--- src/rtl/i2c_stat_pkg.sv ---
package i2c_stat_pkg;

    localparam int DATA_W = 8;

    // Status word, most significant field first
    typedef struct packed {
        logic last_bit;    // [7]
        logic arb_lost;    // [6]
        logic addr_match;  // [5]
        logic gen_call;    // [4]
        logic irq_n;       // [3] active low
        logic busy;        // [2]
        logic mst;         // [1]
        logic trx;         // [0]
    } stat_t;

    localparam stat_t STAT_RESET = '{irq_n: 1'b1, default: 1'b0};

    localparam logic SEL_STATUS = 1'b0;
    localparam logic SEL_DATA   = 1'b1;

    localparam logic [DATA_W-1:0] GEN_CALL_BYTE = '0;

    function automatic logic addr_hit(input logic [DATA_W-1:0] rx,
                                      input logic [DATA_W-2:0] own);
        return rx[DATA_W-1:1] == own;
    endfunction

endpackage

--- src/rtl/i2c_line_sync.sv ---
module i2c_line_sync #(
    parameter int   STAGES  = 2,
    parameter logic RST_VAL = 1'b1
) (
    input  logic clk,
    input  logic rst,
    input  logic din,
    output logic dout
);
    logic [STAGES-1:0] chain;

    for (genvar i = 0; i < STAGES; i++) begin : g_stage
        always_ff @(posedge clk) begin
            if (rst) begin
                chain[i] <= RST_VAL;
            end else if (i == 0) begin
                chain[i] <= din;
            end else begin
                chain[i] <= chain[(i == 0) ? 0 : i-1];
            end
        end
    end

    assign dout = chain[STAGES-1];
endmodule

--- src/rtl/i2c_cond_det.sv ---
module i2c_cond_det (
    input  logic clk,
    input  logic rst,
    input  logic sda_s,
    input  logic scl_s,
    output logic start_det,
    output logic stop_det
);
    logic sda_d, scl_d;

    always_ff @(posedge clk) begin
        if (rst) begin
            sda_d <= 1'b1;
            scl_d <= 1'b1;
        end else begin
            sda_d <= sda_s;
            scl_d <= scl_s;
        end
    end

    assign start_det = scl_s & scl_d &  sda_d & ~sda_s;
    assign stop_det  = scl_s & scl_d & ~sda_d &  sda_s;
endmodule

--- src/rtl/i2c_start_guard.sv ---
module i2c_start_guard (
    input  logic clk,
    input  logic rst,
    input  logic start_req,
    input  logic busy,
    input  logic mst,
    input  logic stop_det,
    output logic start_go,
    output logic cnt_clr,
    output logic start_blocked,
    output logic scl_drive_en
);
    logic own_q;

    assign start_go      = start_req & ~busy;
    assign start_blocked = start_req &  busy;
    assign cnt_clr       = start_go;

    always_ff @(posedge clk) begin
        if (rst) begin
            own_q <= 1'b0;
        end else if (stop_det || !mst) begin
            own_q <= 1'b0;
        end else if (start_go) begin
            own_q <= 1'b1;
        end
    end

    assign scl_drive_en = own_q & mst;
endmodule

--- src/rtl/i2c_stat_regs.sv ---
module i2c_stat_regs
    import i2c_stat_pkg::*;
#(
    parameter int ADDR_W = 7
) (
    input  logic              clk,
    input  logic              rst,
    input  logic              start_det,
    input  logic              stop_det,
    input  logic              byte_done,
    input  logic              addr_byte,
    input  logic [ADDR_W:0]   rx_byte,
    input  logic              bit_in,
    input  logic              arb_lost,
    input  logic              start_blocked,
    input  logic [ADDR_W-1:0] own_addr,
    input  logic              reg_wr,
    input  logic              reg_sel,
    input  logic [DATA_W-1:0] wr_data,
    output stat_t             stat
);
    stat_t q, d;
    stat_t w;
    logic  unused_wr_bits;

    assign w = stat_t'(wr_data);
    assign unused_wr_bits = ^{w.last_bit, w.arb_lost, w.addr_match, w.gen_call, w.busy};

    always_comb begin
        d = q;
        if (start_det)     d.busy = 1'b1;
        else if (stop_det) d.busy = 1'b0;

        if (arb_lost)       d.arb_lost = 1'b1;
        else if (start_det) d.arb_lost = 1'b0;

        if (reg_wr && reg_sel == SEL_STATUS) begin
            d.mst   = w.mst;
            d.trx   = w.trx;
            d.irq_n = w.irq_n;
        end
        if (reg_wr && reg_sel == SEL_DATA) d.irq_n = 1'b1;

        if (byte_done) begin
            d.irq_n    = 1'b0;
            d.last_bit = bit_in;
            if (addr_byte) begin
                d.addr_match = (ADDR_W + 1 == DATA_W) ?
                               addr_hit(DATA_W'(rx_byte), DATA_W'(own_addr) & {(DATA_W-1){1'b1}}) :
                               (rx_byte[ADDR_W:1] == own_addr);
                d.gen_call   = (rx_byte == '0);
            end
            if (q.arb_lost || arb_lost) d.mst = 1'b0;
        end

        if (stop_det) begin
            d.mst        = 1'b0;
            d.addr_match = 1'b0;
            d.gen_call   = 1'b0;
        end
        if (start_blocked) d.mst = 1'b0;
    end

    always_ff @(posedge clk) begin
        if (rst) q <= STAT_RESET;
        else     q <= d;
    end

    assign stat = q;
endmodule

--- src/rtl/i2c_stat_track.sv ---
module i2c_stat_track
    import i2c_stat_pkg::*;
#(
    parameter int ADDR_W      = 7,
    parameter int SYNC_STAGES = 2
) (
    input  logic              clk,
    input  logic              rst,
    input  logic              sda_in,
    input  logic              scl_in,
    input  logic              byte_done,
    input  logic              addr_byte,
    input  logic [ADDR_W:0]   rx_byte,
    input  logic              bit_in,
    input  logic              arb_lost,
    input  logic              start_req,
    input  logic [ADDR_W-1:0] own_addr,
    input  logic              reg_wr,
    input  logic              reg_sel,
    input  logic [7:0]        wr_data,
    output logic [7:0]        status,
    output logic              start_go,
    output logic              cnt_clr,
    output logic              scl_drive_en
);
    logic  sda_s, scl_s;
    logic  start_det, stop_det, start_blocked;
    stat_t stat;

    i2c_line_sync #(.STAGES(SYNC_STAGES), .RST_VAL(1'b1)) u_sda_sync (
        .clk(clk), .rst(rst), .din(sda_in), .dout(sda_s));
    i2c_line_sync #(.STAGES(SYNC_STAGES), .RST_VAL(1'b1)) u_scl_sync (
        .clk(clk), .rst(rst), .din(scl_in), .dout(scl_s));

    i2c_cond_det u_det (
        .clk(clk), .rst(rst), .sda_s(sda_s), .scl_s(scl_s),
        .start_det(start_det), .stop_det(stop_det));

    i2c_start_guard u_guard (
        .clk(clk), .rst(rst), .start_req(start_req), .busy(stat.busy),
        .mst(stat.mst), .stop_det(stop_det), .start_go(start_go),
        .cnt_clr(cnt_clr), .start_blocked(start_blocked),
        .scl_drive_en(scl_drive_en));

    i2c_stat_regs #(.ADDR_W(ADDR_W)) u_regs (
        .clk(clk), .rst(rst), .start_det(start_det), .stop_det(stop_det),
        .byte_done(byte_done), .addr_byte(addr_byte), .rx_byte(rx_byte),
        .bit_in(bit_in), .arb_lost(arb_lost), .start_blocked(start_blocked),
        .own_addr(own_addr), .reg_wr(reg_wr), .reg_sel(reg_sel),
        .wr_data(wr_data), .stat(stat));

    assign status = stat;
endmodule

--- config.mk ---
export PLATFORM = sky130hd
export DESIGN_NAME = i2c_stat_track
export DESIGN_NICKNAME = d
export VERILOG_FILES = /design/src/rtl/i2c_stat_pkg.sv /design/src/rtl/i2c_line_sync.sv /design/src/rtl/i2c_cond_det.sv /design/src/rtl/i2c_start_guard.sv /design/src/rtl/i2c_stat_regs.sv /design/src/rtl/i2c_stat_track.sv
export SDC_FILE = /design/constraint.sdc
export NUM_CORES = 1
export LEC_CHECK = 0
export ABC_AREA = 1
export BUFFER_PORTS_ARGS = -buffer_cell sky130_fd_sc_hd__buf_2
export CAP_MARGIN = 15
export CORE_MARGIN = 5
export CORE_UTILIZATION = 43
export DETAILED_ROUTE_END_ITERATION = 6
export PLACE_DENSITY = 0.81
export SETUP_SLACK_MARGIN = 0.2
export SLEW_MARGIN = 0
export SYNTH_ARGS = -nofsm -noshare
export SYNTH_HDL_FRONTEND = slang
export SYNTH_SLANG_ARGS = --single-unit
--- constraint.sdc ---
create_clock -name clk -period 2.25 [get_ports clk]
set_input_delay 0.225 -clock clk [delete_from_list [all_inputs] [get_ports clk]]
set_output_delay 0.225 -clock clk [all_outputs]
set_load 0.02 [all_outputs]
==> qor.yml, run 1 <==
result_of_the_run: "completed"
place_hpwl_um: 1240
synth_edf_count: 0
cts_made_buffers: 3
cts-hold-fix-buffers: 0
fin_crit_sh: 0.532
yosysWarningCount: 0
synth_most_common_cell: "nand2_1"
p_per_area_mw_per_mm2: 575
worst_skew_pair.late_latency_ps: 280
end_kind: "output pin"
detail_route.wirelength.met1_um: 621
postSynth.topFlopCell: "dfxtp_1"
setup_violations: 0
antenna-diode-count: 0
nFillCells: 144
max_slew.worst_pin.slew_ps: 303
fmax_mhz: 836
mean_instance_size_in_the_synthesized_netlist_um2: 6.83
clock-root-buffer: "clkbuf_4"
areaGrowthSynthToFinish_pct: 31.1
drt_wl_total_um: 1450
multiInputGateArea_um2: 298
io_port_bufs: 39
tightest_slew_margin_relative_to_the_limit: 0.796
holdCritPathClass: "in2reg"
layout.cell_area.non_filler_um2: 922
worstSetupPathType: "reg2out"
placed_cells_incl_taps: 155
asyncSetResetFlopFracSynth: 0
synth.lib_cells_used.distinct: 20
num_rows: 14
irDropWorstVdd_uv: 440
highest_layer: "met3"
die_width_um: 50.4
grt_max_degree: 10
synth_top_cells_by_count: "nand2_1 (27), inv_1 (20), dfxtp_1 (15)"
antenna_left: 0
max_cap_violations: 0
final-hold-violation-count: 0
timing.critical_path.arrival_ps: 970
postPlaceCellArea_um2: 896
synth_area_leaders: "dfxtp_1 (43%), nand2_1 (14%), inv_1 (11%)"
dr_total_vias: 690
number_of_global_route_vias_before_repair: 612
ios: 45
floorplan.die_area_mm2: 0.00254
tritoncts: "yes"
placement.setup.worst_slack_ps: 1310
seqCellArea_um2: 300
first_pass_iters: 3
overflow: 0
synth.yosys.seq_area_share: 0.427
routabilityCongestion: 0.702
coreArea_mm2: 0.00152
grt_setup_unrepaired: "false"
synth_seq_cells: 15
postCtsSetupBuffers: 0
cell_area_after_technology_mapping_um2: 703
worst_setup_hold_path_clk_slew_ps: 80
tritoncts_num_sinks: 15
worst_setup_path_start_kind: "register"
detailroute.wirelength.met3_um: 107
post_layout_nets: 178
post_route_cells_drive_above_1_share: 0.322
post_cts.resized_instances: 0
cts.htree.levels: 1
wl_per_cell_um: 9.09
worst_slack_ps: 1050
drt-initial-drc-count: 5
layout.cells.non_filler: 159
synth_top_cell_by_area: "dfxtp_1"
worst_ep_required_time_ps: 2030
critical_path.max_fanout: 3
worst_clk_skew_ps: 9.65
drcViolationCount: 0
power.static_leakage_nw: 0.553
post-route-min-period_ps: 1200
slew_viol_final: 0
design_power_total_mw: 0.530
fp.dieH_um: 50.4
grt_first_pass_wirelength_um: 2410
clk_path_buf_depth: 2
post_synth_inst_count: 103
met2_wirelength_from_detailed_routing_um: 716
antenna_found_initial: 0
avgViaCountPerCell: 4.34
timing.setup.tns_ps: 0
yosys.area.top_type_share: 0.427
grtUsageTotal: 0.118
initial_core_util: 0.461
syn_nets: 137
## cells by family after synthesis
family,after synthesis,synth area share
buf+inv,25,0.149
compound gates,11,0.0925
simple gates,50,0.304
mux,1,0.0142
xor+xnor,1,0.0125
flops,15,0.427
## cells in the final DEF, fill, tap and decap left out, types with 2 or more instances in the layout
cell type  count
buf_2         39
nand2_1       27
inv_1         20
dfxtp_1       15
nor2_1        11
or2_1          5
o21ai_0        3
clkbuf_4       3
o21ai_1        2
nand3_1        2
inv_2          2
a21oi_1        2
o22ai_1        2
nor4_1         2
## worst max-delay path, cell delays in order, from the launching register on
cell and delay (ps):
dfxtp_1 330, nor2_1 170, buf_2 200
## power by group
group,switching [mW],total [mW],internal [mW]
logic,0.0567,0.101,0.0445
clock network,0.0763,0.145,0.0688
registers,0.00568,0.284,0.278
## final timing paths
| kind | from | to | slack [ps] | cells past startpoint |
|---|---|---|---|---|
| worst max-delay path | u_regs.stat[2] | start_go | 1050 | 2 |
| worst min register to register | u_scl_sync.chain[0] | u_scl_sync.dout | 410 | 1 |
| worst min-delay path | sda_in | u_sda_sync.chain[0] | 130 | 2 |
| worst max register to register | u_scl_sync.dout | u_regs.stat[5] | 1320 | 5 |
## layer usage
layer / up-vias / GRT usage
met2: 14 / 0.198
met4: 0 / 0.0255
met3: 0 / 0.0473
met5: - / 0
met1: 281 / 0.141
li1: 395 / -
## registers in the layout (all words and copies together) (netlist names)
signal / count
u_det.sda_d: 1
u_sda_sync.dout: 1
u_det.scl_d: 1
u_regs.stat: 8
u_scl_sync.chain: 1
u_guard.own_q: 1
u_scl_sync.dout: 1
u_sda_sync.chain: 1
## through the flow
step           hold slack, ps  utilization
2_1_floorplan             294            -
3_3_place_gp              386        0.588
3_5_place_dp              392        0.588
4_1_cts                   116        0.605
5_1_grt                   130        0.605
6_report                  125        0.605
## layout make-up
| cell class | instances | share of cell area |
|---|---|---|
| clock buffers | 4 | 0.0285 |
| inverters | 22 | 0.0896 |
| multi-input cells | 63 | 0.323 |
| flip-flops and latches | 15 | 0.326 |
| well taps | 16 | 0.0217 |
| repair buffers | 39 | 0.212 |
Power figures use the tool's default switching activity.
==> inputs of run 2 (changes only) <==
--- a/config.mk
+++ b/config.mk
@@ -5,13 +5,13 @@
 export SDC_FILE = /design/constraint.sdc
 export NUM_CORES = 1
 export LEC_CHECK = 0
-export ABC_AREA = 1
+export ABC_AREA = 0
 export BUFFER_PORTS_ARGS = -buffer_cell sky130_fd_sc_hd__buf_2
 export CAP_MARGIN = 15
 export CORE_MARGIN = 5
-export CORE_UTILIZATION = 43
+export CORE_UTILIZATION = 35
 export DETAILED_ROUTE_END_ITERATION = 6
-export PLACE_DENSITY = 0.81
+export PLACE_DENSITY = 0.72
 export SETUP_SLACK_MARGIN = 0.2
 export SLEW_MARGIN = 0
 export SYNTH_ARGS = -nofsm -noshare
==> constraint.sdc (replaced) <==
create_clock -name clk -period 1.1 [get_ports clk]
set_input_delay 0.11 -clock clk [delete_from_list [all_inputs] [get_ports clk]]
set_output_delay 0.11 -clock clk [all_outputs]
set_load 0.02 [all_outputs]
==> run 2 against run 1 <==
Compared with the run above: total power up 120%; global-route usage rose by 2.0 points; final cell count down 10%; sequential share of layout area decreased by 3.1 points; largest power group unchanged; setup slack lost 980 ps; register-to-register slack got worse by 1200 ps; synthesized area shrank 7.3%; utilization up 2.5 points; flip-flop and latch count stayed put.
==> qor.yml, run 2 <==
worstSetupPathType: "reg2out"  # unchanged
holdCritPathClass: "in2reg"  # unchanged
post_synth_xor_area_fraction: 0.0940  # was 0.0125
tightest_slew_margin_relative_to_the_limit: 0.824  # was 0.796
dominant_combinational_cell_family_by_area_after_synthesis: "simple AND/OR/NAND/NOR gates"  # unchanged
synth_fa_ha_area_frac: 0  # unchanged
postSynth.topFlopCell: "dfxtp_1"  # unchanged
num_rows: 15  # was 14
timing.critical_path.arrival_ps: 920  # was 970 ps
hold_worst_path_end: "u_regs.stat[0]"  # was u_sda_sync.chain[0]
synth.yosys.seq_area_share: 0.461  # was 0.427
rr_worst_depth: 3  # was 5
yosys.area.top_type_share: 0.461  # was 0.427
avgViaCountPerCell: 4.45  # was 4.34
worst_skew_pair.late_latency_ps: 280  # about the same
synth_top_cell_by_area: "dfxtp_1"  # unchanged
synth.lib_cells_used.distinct: 24  # was 20
cp_cell_sequence: "nor2b_4 -> buf_6"  # was nor2_1 -> buf_2
clock-root-buffer: "clkbuf_4"  # unchanged
synth_most_common_cell: "dfxtp_1"  # was nand2_1
largest_register_ffs: 8  # unchanged
final.hold.worst_slack_ps: 50.0  # was 125 ps
critical-path-slowest-cell: "dfxtp_4"  # was dfxtp_1
p_per_area_mw_per_mm2: 1060  # was 575 mW/mm²
fp.dieH_um: 53.2  # was 50.4 µm
most_common_cell_after_layout_fill_and_taps_aside: "buf_2"  # unchanged
grt_setup_unrepaired: "true"  # was false
timing.setup.tns_ps: 0  # unchanged
cts.htree.levels: 1  # unchanged
fmax_mhz: 971
areaGrowthSynthToFinish_pct: 68.7  # was 31.1%
io_port_bufs: 39  # unchanged
worst_ep_required_time_ps: 990  # was 2030 ps
mean_instance_size_in_the_synthesized_netlist_um2: 9.45  # was 6.83 µm²
irDropWorstVdd_uv: 727  # was 440 µV
post_layout_nets: 153  # was 178
timing.hold.worst_path_depth: 3  # was 2
antenna_found_initial: 0  # unchanged
max_cap_violations: 0  # unchanged
postLayoutCoreUtil: 0.630  # was 0.605
grt_max_degree: 12  # was 10
synth_top_cells_by_count: "dfxtp_1 (15), xor2_1 (7), or2_2 (6)"  # was nand2_1 (27), inv_1 (20), dfxtp_1 (15)
antenna_left: 0  # unchanged
layout_common_cells: "buf_2 (29), buf_6 (11), xor2_1 (7), buf_4 (7), dfxtp_2 (7)"  # was buf_2 (39), nand2_1 (27), inv_1 (20), dfxtp_1 (15), nor2_1 (11)
number_of_global_route_vias_before_repair: 650  # was 612
grt_first_pass_wirelength_um: 2760  # was 2410 µm
coreArea_mm2: 0.00175  # was 0.00152 mm²
reg2reg_to: "u_regs.stat[1]"  # was u_regs.stat[5]
synth-compound-area-share: 0.129  # was 0.0925
place_hpwl_um: 1370  # was 1240 µm
antenna-diode-count: 0  # unchanged
cts_made_buffers: 3  # unchanged
critPathTopFamily: "flip-flops"  # unchanged
overflow: 0  # unchanged
result_of_the_run: "completed"  # unchanged
critical-path-max-stage-delay_ps: 360  # was 330 ps
worst-r2r-setup-slack_ps: 120  # was 1320 ps
first_pass_iters: 4  # was 3
worst_setup_hold_path_clk_slew_ps: 90  # was 80 ps
synth_seq_cells: 15  # unchanged
worst-path-buf-inv: 1  # unchanged
yosysWarningCount: 0  # unchanged
power.static_leakage_nw: 0.496  # was 0.553 nW
hold_path_startpoint: "wr_data[0]"  # was sda_in
floorplan.die_area_mm2: 0.00283  # was 0.00254 mm²
synth_edf_count: 0  # unchanged
drcViolationCount: 0  # unchanged
fin_crit_sh: 0.937
final-hold-violation-count: 0  # unchanged
syn_nets: 103  # was 137
nFillCells: 160  # was 144
tritoncts_num_sinks: 15  # unchanged
post_synth_inst_count: 69  # was 103
initial_core_util: 0.373  # was 0.461
post-route-min-period_ps: 1030
grtUsageTotal: 0.138  # was 0.118
synthSimpleGateAreaFrac: 0.261  # was 0.304
post_route_cells_drive_above_1_share: 0.661  # was 0.322
rr_startpoint: "u_sda_sync.dout"  # was u_scl_sync.dout
design_power_total_mw: 1.16  # was 0.530 mW
setup_violations: 0  # unchanged
ios: 45  # unchanged
slew_viol_final: 0  # unchanged
cell_area_after_technology_mapping_um2: 652  # was 703 µm²
post_synth_mux_area_share: 0.0154  # was 0.0142
clk_path_buf_depth: 2  # unchanged
asyncSetResetFlopFracSynth: 0  # unchanged
drt_wl_total_um: 1800  # was 1450 µm
drt-initial-drc-count: 7  # was 5
wl_per_cell_um: 12.6  # was 9.09 µm
critical_path.max_fanout: 3  # unchanged
routabilityCongestion: 0.786  # was 0.702
max_slew.worst_pin.slew_ps: 262  # was 303 ps
synth_area_leaders: "dfxtp_1 (46%), xor2_1 (9.4%), or2_2 (5.8%)"  # was dfxtp_1 (43%), nand2_1 (14%), inv_1 (11%)
worst_setup_path_start_kind: "register"  # unchanged
dr_total_vias: 637  # was 690
tritoncts: "yes"  # unchanged
end_kind: "output pin"  # unchanged
die_width_um: 53.2  # was 50.4 µm
worst_clk_skew_ps: 2.23  # was 9.65 ps
-- run 2: cell type report --
class | instances | area [µm²] | share of cell area
clock buffer | 3 | 22.5 | 0.0205
clock inverter | 1 | 5.00 | 0.00455
multi-input combinational | 50 | 375 | 0.341
sequential | 15 | 324 | 0.295
tap | 25 | 31.3 | 0.0284
timing repair buffer | 49 | 342 | 0.311
-- run 2: where the power goes --
part | leakage [nW] | total, mW | switching (mW) | internal (mW)
sequential | 0.126 | 0.584 | 0.0204 | 0.564
combinational | 0.352 | 0.266 | 0.122 | 0.144
clock | 0.0177 | 0.311 | 0.176 | 0.135
-- run 2: what timing repair did --
item / in CTS / in global routing
hold buffers: 2 / 0
setup endpoints to repair: 13 / 17
endpoints found under the hold margin: 2 / 0
buffers inserted: 1 / 6
pin swaps: 3 / 6
resized for setup: 21 / 23
-- run 2: metal layers --
layer	GRT usage	wire (µm)
met4	0.0255	11
met5	0	0
met3	0.0563	120
met2	0.275	1080
met1	0.130	588
-- run 2: worst max path at each step --
stage,from,endpoint,cells after the start
after detailed placement,u_sda_sync.dout,u_regs.stat[1],3
after global routing,u_sda_sync.dout,u_regs.stat[1],3
after CTS,u_regs.stat[2],cnt_clr,2
after floorplan,u_regs.stat[2],start_go,2
final,u_regs.stat[2],cnt_clr,2
after global placement,u_sda_sync.dout,u_regs.stat[1],3
-- run 2: worst register-to-register path, cell delays in order (launching register included) --
cell and delay (ps):
dfxtp_4 370, nand3_4 80, o21bai_4 100, a2111oi_4 330
-- run 2: kinds of logic after synthesis --
family,count (synthesis)
AOI/OAI and AO/OA,13
and+or+nand+nor,29
muxes,1
DFF,15
xor gates and xnor gates,7
buffers and inverters,4
-- run 2: metrics by stage --
step | worst slack [ps] | cell area (µm²) | std cells
after floorplan | 200 | 664 | 69
after global placement | 181 | 872 | 130
after detailed placement | 150 | 872 | 130
after CTS | 68.9 | 986 | 137
after global routing | 24.9 | 1100 | 143
final | 69.6 | 1100 | 143
